$ cat src/rtl/ide_win_pkg.sv
package ide_win_pkg;

    localparam int NUM_WIN    = 5;
    localparam int IDX_W      = 3;
    localparam int NUM_CH     = 2;
    localparam int NUM_DEV    = 4;

    typedef enum logic [1:0] {
        WIN_CMD  = 2'd0,
        WIN_CTL  = 2'd1,
        WIN_BM   = 2'd2,
        WIN_NONE = 2'd3
    } win_kind_e;

    // kind of window for a priority index
    function automatic win_kind_e kind_of(input logic [IDX_W-1:0] idx);
        case (idx)
            3'd0, 3'd2: return WIN_CMD;
            3'd1, 3'd3: return WIN_CTL;
            3'd4:       return WIN_BM;
            default:    return WIN_NONE;
        endcase
    endfunction

    // fixed channel of a command or control window
    function automatic logic chan_of(input logic [IDX_W-1:0] idx);
        return (idx == 3'd2) || (idx == 3'd3);
    endfunction

    function automatic logic width_ok(input logic [2:0] bytes, input win_kind_e k);
        return (bytes == 3'd1) || (bytes == 3'd2) || ((bytes == 3'd4) && (k == WIN_BM));
    endfunction

endpackage

$ cat src/rtl/ide_win_match.sv
module ide_win_match #(
    parameter int AW = 16
) (
    input  logic [AW-1:0] addr,
    input  logic [AW-1:0] base,
    input  logic [AW-1:0] len,
    output logic          hit,
    output logic [AW-1:0] off
);
    logic [AW:0] upper;

    always_comb begin
        upper = {1'b0, base} + {1'b0, len};
        hit   = (addr >= base) && ({1'b0, addr} < upper);
        off   = addr - base;
    end
endmodule

$ cat src/rtl/ide_win_select.sv
module ide_win_select
    import ide_win_pkg::*;
#(
    parameter int AW = 16
) (
    input  logic [NUM_WIN-1:0]    hit,
    input  logic [NUM_WIN*AW-1:0] offs,
    output logic                  any_hit,
    output logic [IDX_W-1:0]      idx,
    output logic [AW-1:0]         off
);
    always_comb begin
        any_hit = 1'b0;
        idx     = '0;
        off     = '0;
        for (int w = NUM_WIN - 1; w >= 0; w--) begin
            if (hit[w]) begin
                any_hit = 1'b1;
                idx     = IDX_W'(w);
                off     = offs[w*AW +: AW];
            end
        end
    end
endmodule

$ cat src/rtl/ide_dev_shadow.sv
module ide_dev_shadow #(
    parameter int NCH = 2
) (
    input  logic                   clk,
    input  logic                   rst,
    input  logic                   upd,
    input  logic [$clog2(NCH)-1:0] ch,
    input  logic                   bit_in,
    output logic [NCH-1:0]         shadow
);
    for (genvar c = 0; c < NCH; c++) begin : g_ch
        always_ff @(posedge clk) begin
            if (rst)
                shadow[c] <= 1'b0;
            else if (upd && (ch == c))
                shadow[c] <= bit_in;
        end
    end
endmodule

$ cat src/rtl/ide_win_decode.sv
module ide_win_decode
    import ide_win_pkg::*;
#(
    parameter int AW        = 16,
    parameter int CW        = 16,
    parameter int SEL_OFF   = 6,
    parameter int DEV_BIT   = 4,
    parameter int BM_SPLIT  = 8,
    parameter int IO_EN_BIT = 0,
    parameter int BM_EN_BIT = 2
) (
    input  logic                  clk,
    input  logic                  rst,
    input  logic                  cfg_wr,
    input  logic [CW-1:0]         cfg_cmd,
    input  logic [NUM_WIN*AW-1:0] win_base,
    input  logic [NUM_WIN*AW-1:0] win_len,
    input  logic                  acc_valid,
    input  logic                  acc_write,
    input  logic [AW-1:0]         acc_addr,
    input  logic [2:0]            acc_bytes,
    input  logic [7:0]            acc_wdata,
    output logic                  out_valid,
    output logic                  out_write,
    output logic [1:0]            out_type,
    output logic                  out_secondary,
    output logic [AW-1:0]         out_offset,
    output logic [NUM_DEV-1:0]    out_dev_sel,
    output logic                  out_err
);
    typedef struct packed {
        logic              valid;
        logic              write;
        win_kind_e         kind;
        logic              sec;
        logic [AW-1:0]     off;
        logic [NUM_DEV-1:0] dev;
        logic              err;
    } dec_res_t;

    logic                  io_en, bm_en;
    logic [NUM_WIN-1:0]    hits;
    logic [NUM_WIN*AW-1:0] offs;
    logic                  any_hit;
    logic [IDX_W-1:0]      win_idx;
    logic [AW-1:0]         win_off;
    logic [NUM_CH-1:0]     shadow;
    logic                  shadow_upd;
    logic                  route_bit;
    win_kind_e             kind;
    logic                  chan;
    dec_res_t              nxt, cur;

    always_ff @(posedge clk) begin
        if (rst) begin
            io_en <= 1'b0;
            bm_en <= 1'b0;
        end else if (cfg_wr) begin
            io_en <= cfg_cmd[IO_EN_BIT];
            bm_en <= cfg_cmd[BM_EN_BIT];
        end
    end

    for (genvar w = 0; w < NUM_WIN; w++) begin : g_win
        ide_win_match #(.AW(AW)) u_match (
            .addr (acc_addr),
            .base (win_base[w*AW +: AW]),
            .len  (win_len[w*AW +: AW]),
            .hit  (hits[w]),
            .off  (offs[w*AW +: AW])
        );
    end

    ide_win_select #(.AW(AW)) u_sel (
        .hit     (hits),
        .offs    (offs),
        .any_hit (any_hit),
        .idx     (win_idx),
        .off     (win_off)
    );

    ide_dev_shadow #(.NCH(NUM_CH)) u_shadow (
        .clk    (clk),
        .rst    (rst),
        .upd    (shadow_upd),
        .ch     (chan),
        .bit_in (acc_wdata[DEV_BIT]),
        .shadow (shadow)
    );

    always_comb begin
        kind       = any_hit ? kind_of(win_idx) : WIN_NONE;
        chan       = (kind == WIN_BM) ? (win_off >= AW'(BM_SPLIT)) : chan_of(win_idx);
        nxt        = '0;
        nxt.kind   = WIN_NONE;
        shadow_upd = 1'b0;
        route_bit  = shadow[chan];
        if (acc_valid && io_en) begin
            if (!any_hit || !width_ok(acc_bytes, kind)) begin
                nxt.err = 1'b1;
            end else if (!(kind == WIN_BM && acc_write && !bm_en)) begin
                nxt.valid = 1'b1;
                nxt.write = acc_write;
                nxt.kind  = kind;
                nxt.sec   = chan;
                nxt.off   = win_off;
                if (kind != WIN_BM) begin
                    shadow_upd = acc_write && (kind == WIN_CMD) && (win_off == AW'(SEL_OFF));
                    if (shadow_upd)
                        route_bit = acc_wdata[DEV_BIT];
                    nxt.dev[{chan, route_bit}] = 1'b1;
                end
            end
        end
    end

    always_ff @(posedge clk) begin
        if (rst) begin
            cur      <= '0;
            cur.kind <= WIN_NONE;
        end else begin
            cur <= nxt;
        end
    end

    assign out_valid     = cur.valid;
    assign out_write     = cur.write;
    assign out_type      = cur.kind;
    assign out_secondary = cur.sec;
    assign out_offset    = cur.off;
    assign out_dev_sel   = cur.dev;
    assign out_err       = cur.err;
endmodule

$ cat config.mk
export PLATFORM = sky130hd
export DESIGN_NAME = ide_win_decode
export DESIGN_NICKNAME = d
export VERILOG_FILES = /design/src/rtl/ide_win_pkg.sv /design/src/rtl/ide_win_match.sv /design/src/rtl/ide_win_select.sv /design/src/rtl/ide_dev_shadow.sv /design/src/rtl/ide_win_decode.sv
export SDC_FILE = /design/constraint.sdc
export NUM_CORES = 1
export LEC_CHECK = 0
export CORE_ASPECT_RATIO = 0.75
export CORE_UTILIZATION = 41
export CTS_CLUSTER_DIAMETER = 60
export DETAILED_ROUTE_END_ITERATION = 6
export DONT_BUFFER_PORTS = 1
export HOLD_SLACK_MARGIN = 0.12
export PLACE_DENSITY = 0.61
export SLEW_MARGIN = 30
export SYNTH_ARGS = -nofsm -noshare
export SYNTH_HDL_FRONTEND = slang
export SYNTH_SLANG_ARGS = --single-unit
$ cat constraint.sdc
create_clock -name clk -period 11.3 [get_ports clk]
set_clock_uncertainty 0.1 [all_clocks]
set_input_delay 1.695 -clock clk [delete_from_list [all_inputs] [get_ports clk]]
set_output_delay 1.695 -clock clk [all_outputs]
set_load 0.1 [all_outputs]
==> impl_results.md <==
* Sw Share at 49.79%
* Post-Syn Area per Cell at 7.408 um^2
* Yosys reg bits at 30
* Gate power share at 74.5%
* Final min period at 7.940 ns
* Count leader, synth: ha_1
* WL/cell at 19.96 um
* Rows at 50
* Gpl congestion at 0.9248
* Synth Area in Adders at 29.60%
* Final HPWL from detailed placement at 29420 um
* Initial DRC Count at 795
* WS Path Type: in -> reg
* Post-synth top area share at 27.72%
* Total Wirelength at 35240 um
* Post-synth EDFFs at 0
* VDD IR max at 0.06372 mV
* Synth Instances at 1432
* Hold_ws at 0.3737 ns
* # resized after CTS at 0
* Power density over cell area at 88.92 nW/um^2
* RSZ-0062 raised after global routing: no
* WHS Path Cells at 2
* Max-slew violation count at 0
* DR DRC count at 0
* Area leader, netlist: ha_1
* Fin nets at 1880
* Pre-CTS WS at 3.253 ns
* H-Tree Depth at 2
* Final hold vios at 0
* Worst path required time at 11.38 ns
* Root Driver: clkbuf_16
* GRT Total Usage at 25.86%
* CTS tree: yes
* DR pass1 iterations at 5
* Chip height at 141.3 um
* Syn nets at 1885
* Clock power share at 14.1%
* Via count at 10530
* Crit. End Element: flip-flop
* Hold WC Path Type: reg -> reg
* P_int at 498.0 uW
* Yosys warning count at 0
* Async S/R FF share, synth at 0%
* Layout area overhead at 5.142%
* Vias/cell at 5.960
* CORE AREA at 25150 um^2
* Synth Area in Compound Gates at 30.64%
* Synth Cell Area at 10610 um^2
* R2r worst-path depth at 5
* Post-synth top cells: ha_1, a21oi_1, inv_1, nor2_1, o21ai_0
* Initial Util at 42.18%
* Final Util at 44.35%
* Num CTS Buffers at 5
* Global-route wire length before repair at 54090 um
* IO Count at 234
* Tightest Pin Transition at 1.040 ns
* Cts hold-fix bufs at 0
* Crit share post-route at 70.27%
* Sequential share of the synthesized area at 5.661%
* Antenna diodes at 0
* Max Cap Viol at 0
* Final WS setup at 3.360 ns
* Crit path DAT at 8.02 ns
* Startpoint Class: primary input
* Flop pwr share at 11.5%
* Slew HR at 30.56%
* Initial antenna violation count at 0
* Overflow after GRT at 0
* P_sw at 493.8 uW
* Largest net degree at the start of global routing at 30
* Clock transition at path regs at 0.06 ns
* Vias in the first global route at 9901
* Mux share of post-synthesis cell area at 0.3774%
* Postcts setup bufs at 0
* Layout cells sized above 1 at 3.011%
* Upper clock frequency limit at 125.9 MHz
* Top cells by area, synth: ha_1, a21oi_1, dfxtp_1
* Largest family of logic cells by synthesized area: compound AO/OA/AOI/OAI gates
* Clock Latency Late Sink at 0.28 ns
* Clock sink count at 30
* Max Fanout on Critical Path at 15
* Setup TNS at 0 ns
* Primary FF master, synth: dfxtp_1
* Xor/xnor cell area share of the yosys netlist at 9.907%
* Synth Area in Simple Gates at 18.80%
* IO buf count at 0
* Post-synth cell types at 73
* Die ar. at 26530 um^2
* Final setup viols at 0
* DIE WIDTH at 187.7 um
* Clock tree buffer depth at 2
* Status: complete, no violations
* Leakage at 0.005261 uW
* Routed Antenna Nets at 0
flip-flops by register name, indices dropped and copies added, names as in the netlist, 2 cells and up:
name / flops
out_offset: 16
out_dev_sel: 4
out_type: 2
u_shadow.shadow: 2
final cells by class:
type | count | area [um^2]
Clock buffer | 6 | 138.9
Inverter | 123 | 461.7
Clock inverter | 2 | 12.51
Sequential cell | 30 | 609.3
Timing Repair Buffer | 3 | 22.52
Fill cell | 2622 | 13990
Tap cell | 338 | 422.9
Multi-Input combinational cell | 1264 | 9487
layout by cell type, fill, tap and decap left out, types with 50 or more instances in the layout:
cell type and count:
ha_1 235, a21oi_1 132, inv_1 121, nor2_1 107, o21ai_0 90, nand2_1 89
xnor2_1 62, xor2_1 58, a21o_1 52, nand3_1 50
metal layers:
metal,up-vias,track usage [%],part of all wire (%)
met5,-,0,0
met4,0,3.851,1.5
met3,31,7.074,9.6
met2,349,36.80,38
met1,4794,38.72,51
li1,5351,-,-
worst max-delay path, stage by stage:
cell and delay, ns:
ha_1 0.27, a21o_1 0.18, a21oi_1 0.25, o21bai_1 0.10
a21oi_1 0.24, o21bai_1 0.09, a21oi_1 0.22, o21ai_0 0.16
o41ai_1 0.62, o21bai_1 0.11, a21oi_1 0.19, xor2_1 0.10
ha_1 0.30, nand3_1 0.11, nor4_1 0.29, a311oi_1 0.13
a311oi_2 0.60, o22ai_2 0.36, o41ai_1 0.88, a211oi_2 0.25
nand2_1 0.54, inv_2 0.11, and3_1 0.21
kinds of logic after synthesis:
| group | count (synthesis) |
|---|---|
| AOI/OAI and AO/OA | 488 |
| buffers and inverters | 138 |
| xor gates and xnor gates | 120 |
| and+or+nand+nor | 407 |
| DFF | 30 |
| adders and majority gates | 245 |
| muxes | 4 |
power by group through the flow:
stage / Sequential, uW / Combinational [uW] / Clock (uW)
finish: 114 / 739 / 140
global route: 114 / 822 / 144
detailed placement: 116 / 719 / 0
CTS: 114 / 725 / 139
global placement: 116 / 710 / 0
floorplan: 115 / 564 / 0
stage by stage:
stage | std cells | total power (uW) | cell area, um^2
3_5_place_dp | 1758 | 835.0 | 10990
6_report | 1766 | 991.9 | 11150
3_3_place_gp | 1758 | 826.0 | 10990
5_1_grt | 1766 | 1080 | 11150
2_1_floorplan | 1432 | 679.9 | 10610
4_1_cts | 1766 | 977.6 | 11140
path summary, 6_finish.rpt:
kind | from | endpoint | slack (ns)
worst max-delay path | win_base[1] | out_offset[9] | 3.36
worst min-delay path | u_shadow.shadow[0] | u_shadow.shadow[0] | 0.37
worst min register to register | u_shadow.shadow[0] | u_shadow.shadow[0] | 0.37
worst max register to register | io_en | out_type[0] | 9.49
Power figures use the tool's default switching activity.
